==> src/rtl/gate_drive_core.sv <==
module gate_drive_core #(
  parameter int HOLD_CYC = 30,
  parameter int DEAD_CYC = 3
) (
  input  logic       clk,
  input  logic       rst_n,
  input  logic [1:0] pwm_cls,
  input  logic       drv_en,
  input  logic       ls_blk_n,
  input  logic       prot_ok,
  output logic       gh,
  output logic       gl
);
  localparam int HW = $clog2(HOLD_CYC + 1);
  localparam int DW = $clog2(DEAD_CYC + 1);

  logic          parked, cmd_hi, gh_q, gl_q;
  logic [HW-1:0] hold_cnt;
  logic [DW-1:0] gap_cnt;

  wire is_hi  = (pwm_cls == 2'b10);
  wire is_lo  = (pwm_cls == 2'b00);
  wire is_mid = pwm_cls[0];

  wire active   = ~parked & drv_en & prot_ok;
  wire want_h   = active & cmd_hi;
  wire want_l   = active & ~cmd_hi & ls_blk_n;
  wire gap_done = (gap_cnt == DW'(DEAD_CYC));

  always_ff @(posedge clk or negedge rst_n) begin
    if (!rst_n) begin
      parked   <= 1'b1;
      cmd_hi   <= 1'b0;
      hold_cnt <= '0;
    end else begin
      if (is_mid) begin
        if (hold_cnt != HW'(HOLD_CYC)) hold_cnt <= hold_cnt + 1'b1;
        if (hold_cnt == HW'(HOLD_CYC - 1)) parked <= 1'b1;
      end else begin
        hold_cnt <= '0;
      end
      if (is_hi) begin
        parked <= 1'b0;
        cmd_hi <= 1'b1;
      end else if (is_lo) begin
        cmd_hi <= 1'b0;
      end
    end
  end

  always_ff @(posedge clk or negedge rst_n) begin
    if (!rst_n) begin
      gh_q    <= 1'b0;
      gl_q    <= 1'b0;
      gap_cnt <= '0;
    end else begin
      gh_q <= want_h & (gh_q | (~gl_q & gap_done));
      gl_q <= want_l & (gl_q | (~gh_q & gap_done));
      if (gh_q | gl_q)   gap_cnt <= '0;
      else if (!gap_done) gap_cnt <= gap_cnt + 1'b1;
    end
  end

  assign gh = gh_q & prot_ok;
  assign gl = gl_q & prot_ok;

  a_r5_no_overlap: assert property (@(posedge clk) disable iff (!rst_n) !(gh_q && gl_q));
  a_r6_gap_before_high: assert property (@(posedge clk) disable iff (!rst_n)
    $rose(gh_q) |-> $past(!gl_q) && $past(!gl_q, 2));
  a_r6_gap_before_low: assert property (@(posedge clk) disable iff (!rst_n)
    $rose(gl_q) |-> $past(!gh_q) && $past(!gh_q, 2));
  a_r3_parked_off: assert property (@(posedge clk) disable iff (!rst_n)
    $past(parked) |-> !gh_q && !gl_q);
  a_r3_high_exits: assert property (@(posedge clk) disable iff (!rst_n)
    is_hi |=> !parked);
  a_r7_low_blocked: assert property (@(posedge clk) disable iff (!rst_n)
    $past(!ls_blk_n) |-> !gl_q);
  a_r8_disabled_off: assert property (@(posedge clk) disable iff (!rst_n)
    $past(!drv_en) |-> !gh_q && !gl_q);
  always_comb a_r9_prot_now: assert (prot_ok || (!gh && !gl));
endmodule

==> config.mk <==
export PLATFORM = sky130hd
export DESIGN_NAME = gate_drive_core
export DESIGN_NICKNAME = d
export VERILOG_FILES = /design/src/rtl/gate_drive_core.sv
export SDC_FILE = /design/constraint.sdc
export NUM_CORES = 1
export LEC_CHECK = 0
export ABC_AREA = 1
export BUFFER_PORTS_ARGS = -buffer_cell sky130_fd_sc_hd__buf_2
export CAP_MARGIN = 10
export CELL_PAD_IN_SITES_DETAIL_PLACEMENT = 0
export CELL_PAD_IN_SITES_GLOBAL_PLACEMENT = 2
export CORE_UTILIZATION = 33
export DETAILED_ROUTE_END_ITERATION = 7
export GPL_TIMING_DRIVEN = 0
export PLACE_DENSITY = 0.75
export RECOVER_POWER = 100
export SLEW_MARGIN = 20
export SYNTH_ARGS = -nofsm -noshare
export SYNTH_HDL_FRONTEND = slang
export SYNTH_SLANG_ARGS = --single-unit
==> constraint.sdc <==
create_clock -name clk -period 2.5 [get_ports clk]
set_clock_uncertainty 0.1 [all_clocks]
set_input_delay 0.25 -clock clk [delete_from_list [all_inputs] [get_ports clk]]
set_output_delay 0.25 -clock clk [all_outputs]
set_load 0.01 [all_outputs]
== Word-level counts from Yosys, hierarchy flattened ==
Cells that the tools add are included.
Cells by class
  add/subtract/negate cells: 2
  eq/ne operators: 6
  muxes and demuxes: 9
  bitwise gates (word level): 18
  reductions and logical operators: 5
Operator list (number)
  $and 1x1->1: 11
  $mux 5: 2
  $reduce_bool 2->1: 3
  $add 5x1->5 const B: 1
  $eq 5x5->1 const B: 1
  $mux 1: 5
  $ne 5x5->1 const B: 1
  $eq 2x2->1 const B: 2
  $mux 2: 2
  $ne 2x1->1 const B: 2
  $not 1->1: 4
  $or 1x1->1: 3
  $add 2x1->2 const B: 1
  $logic_not 2->1: 1
  $reduce_and 2->1: 1
Storage, ports and cells
  flip-flop bits (word level): 11
  input bits: 7
  output and inout bits: 2
  word-level logic and storage cells: 46

== Depth between registers and ports, before layout ==
  word-level depth: 6
  mapped depth: 7
  depth with buffers taken out: 7

== Worst setup path after synthesis ==
No wires, ideal clock.
  path type: flip-flop to flip-flop
  start: reg hold_cnt[0]
  end: reg hold_cnt[1]
  setup time: 0.117 ns
  arrival: 0.942 ns
  data required time: 2.283 ns
  path slack: 1.340 ns
  cell stages (with the launch flop): 8
  path buffers: 0
  period minus slack after synthesis: 1.160 ns
  cell sequence: dfrtp_1 > inv_1 > ha_1 > nand2_1 > nor2_4 > inv_1 > nand3_1 > nand2_1
Between the ends
  cells in the longest elaborated chain, start to end: 3
  elaborated cells on any way between the ends: 5
  those cells by class: 1 x add/sub; 2 x eq/ne; 2 x mux
Ends and longest elaborated chain
  start, declared: RTL line 18  | logic [HW-1:0] hold_cnt;
  start signal, assigned: RTL line 37  | if (hold_cnt != HW'(HOLD_CYC)) hold_cnt <= hold_cnt + 1'b1;
  $add 5x1->5: RTL line 37
  $mux 5: RTL line 37
  $mux 5: RTL line 36  | if (is_mid) begin
Parallel ways exist; a longest one is shown, timed or not. The select of a mux whose other input is x is not followed.
A chain may end at the register's enable or synchronous reset.

== Worst setup path after layout ==
  start: reg hold_cnt[0]
  end: reg hold_cnt[0]
The elaborated chain is that of the path after synthesis.

==> impl_results.md <==
* Comb pwr share at 22.9%
* Max Cap Viol at 0
* Internal at 0.310 mW
* Hold path start: pwm_cls[0]
* Via count at 471
* Worst hold slack at 128 ps
* Hold Crit Depth at 3
* FF-to-FF Start: hold_cnt[0]$_DFFE_PN0P_
* Synth Warn # at 0
* Post-CTS Setup Bufs at 0
* Fin. max-slew vios at 0
* P_sw at 0.125 mW
* Worst Path Required at 2550 ps
* Period Utilization, post-route at 54.8%
* Clock share of power at 26.2%
* TritonCTS clock tree: done
* Vias in the first global route at 469
* Htree depth at 1
* Sw Ratio at 28.8%
* Global placement routability congestion at 0.691
* Clk slew on worst S/H paths at 60 ps
* CP arrival at 1420 ps
* First-pass GRT wire length at 1900 µm
* Syn Area/Cell at 8.22 µm²
* CP Launch Type: flop
* Crit path from: hold_cnt[0]$_DFFE_PN0P_
* # diodes at 0
* Congestion Overflow GR at 0
* Part of the power in registers at 50.9%
* Slew headroom at 62.5%
* DPL Wire Length at 800 µm
* All-Layer GR Usage at 13.6%
* Top cell type by total area after synthesis: dfrtp_1
* Yosys cell types at 17
* Sequential share of the synthesized area at 46.7%
* Max Freq at 730 MHz
* Status: complete, no violations
* Total Nets Final at 97
* WS Path Type: reg2reg
* # DRC at 0
* Min-Delay Path Class: in2reg
* Die height at 44.4 µm
* CP max stage delay at 440 ps
* Synthesized Nets at 83
* Crit path time final at 1370 ps
* Bufs on Longest Clock Path at 2
* Final setup viols at 0
* RSZ-0062 raised after global routing: no
* VDD IR max at 0.315 mV
* Synth area leaders: dfrtp_1, nand2_1, nand3_1
* Pwr Density at 633 nW/µm²
* #FFs+latches synth at 11
* Clk sinks at 11
* Drt pass-1 iters at 4
* Top-area cell type share of the netlist area at 42.3%
* Synth Instances at 72
* Initial antenna violation count at 0
* Area grow syn2layout at 16.1%
* Setup TNS Final at 0 ps
* Final hold vios at 0
* Vias per inst at 4.32
* Clock root cell: clkbuf_4
* I/O Buffers at 8
* Die width at 44.4 µm
* Critical Path End Type: flop
* Antenna-violating nets left at 0
* Share of layout cells above drive strength 1 at 12.9%
* Standard-cell rows at 14
* Initial Utilization at 37.1%
* Initial DRC Count at 9
* Final WL at 1040 µm
* Pleak at 0.354 nW
* Critical path depth at 7
* Mapped Area at 592 µm²
* Util after Layout at 43.1%
* Max FO, Critical Path at 6
* Die area at 1970 µm²
* Critical path's slowest cell: dfrtp_1
* CORE AREA at 1590 µm²
* CTS buffer count at 3
* Largest net degree at the start of global routing at 12
* R2R cell count at 7
* CP bufs+invs at 2
* Crit path max-delay family: flip-flops
* I/O pin cnt at 9
* Routed len/inst at 9.51 µm
* Slew @ Worst Pin at 563 ps
* CP Cell Sequence: inv_1 > ha_1 > nand2_1 > nor2_1 > inv_1 > nand3_1 > nand2_1
* # fillers at 165
* Worst skew pair latency at 260 ps
Yosys cell counts, drive strengths merged:
cell type,n
a21oi,3
buf,1
dfrtp,10
dfstp,1
ha,4
inv,13
nand2,16
nand3,11
nand3b,1
nand4,2
nor2,2
nor3,2
o21ai,5
or2,1
timing repair:
action                                  in CTS  in global routing
endpoints found under the setup margin       0                  0
hold buffers                                 1                  0
gates resized for setup                      0                  0
endpoints found under the hold margin       11                  0
sequential cells by signal (all words and copies together) (netlist names):
name,count
gl_q,1
cmd_hi,1
hold_cnt,5
parked,1
gap_cnt,2
gh_q,1
per-layer routing:
layer	routed length [µm]	vias to the layer above	share of wire (%)	GRT usage, %
li1	-	257	-	-
met1	525	206	51	17.5
met2	451	8	43	20.6
met3	60	0	5.8	7.35
met4	0	0	0	1.82
met5	0	-	0	0
power groups by stage:
| stage | registers [mW] | clock network (mW) | logic [mW] |
|---|---|---|---|
| 3_5_place_dp | 0.226 | 0 | 0.103 |
| 5_1_grt | 0.226 | 0.131 | 0.126 |
| 4_1_cts | 0.222 | 0.121 | 0.105 |
| 6_report | 0.221 | 0.114 | 0.0995 |
| 3_3_place_gp | 0.225 | 0 | 0.103 |
| 2_1_floorplan | 0.220 | 0 | 0.0794 |
per-stage QoR:
step	std cells	setup slack (ps)	power, mW	cell area [µm²]
4_1_cts	109	1210	0.449	698
3_5_place_dp	104	1230	0.328	662
2_1_floorplan	72	1340	0.300	592
3_3_place_gp	104	1230	0.327	662
6_report	109	1130	0.435	687
5_1_grt	109	928	0.483	687
kinds of logic after synthesis:
kind of cell | synth area share [%]
AOI/OAI and AO/OA | 6.76
adders and majority gates | 8.46
buffers and inverters | 9.51
DFF | 46.7
and+or+nand+nor | 28.5
layout by cell type (no fill, tap or decap), drive strengths merged:
cell type | netlist | layout
or2 | 1 | 1
nor3 | 2 | 2
nand3b | 1 | 1
a21oi | 3 | 3
nand2 | 16 | 16
dfrtp | 10 | 10
buf | 1 | 6
ha | 4 | 4
nand4 | 2 | 2
dfstp | 1 | 1
clkbuf | 0 | 7
inv | 13 | 13
dlygate4sd3 | 0 | 1
o21ai | 5 | 5
nor2 | 2 | 2
nand3 | 11 | 11
final cells by class:
type | count | area (µm²) | area share, %
Sequential cell | 11 | 277 | 40.3
Multi-Input combinational cell | 47 | 251 | 36.6
Inverter | 13 | 48.8 | 7.10
Timing Repair Buffer | 9 | 46.3 | 6.74
Tap cell | 24 | 30.0 | 4.37
Clock buffer | 4 | 26.3 | 3.83
Buffer | 1 | 7.51 | 1.09
worst paths after layout:
check                                          end  slack, ps
hold reg to reg                 cmd_hi$_DFFE_PN0P_        400
max in group asynchronous           gl_q$_DFF_PN0_       1540
setup reg to reg           hold_cnt[0]$_DFFE_PN0P_       1130
hold / removal                  parked$_DFFE_PN1P_        130
min in group asynchronous  hold_cnt[2]$_DFFE_PN0P_        390
setup / recovery           hold_cnt[0]$_DFFE_PN0P_       1130
worst min-delay path, cell delays in order:
cell and delay (ps):
buf_2 110, nand3_1 60, o21ai_0 70
Power figures use the tool's default switching activity.
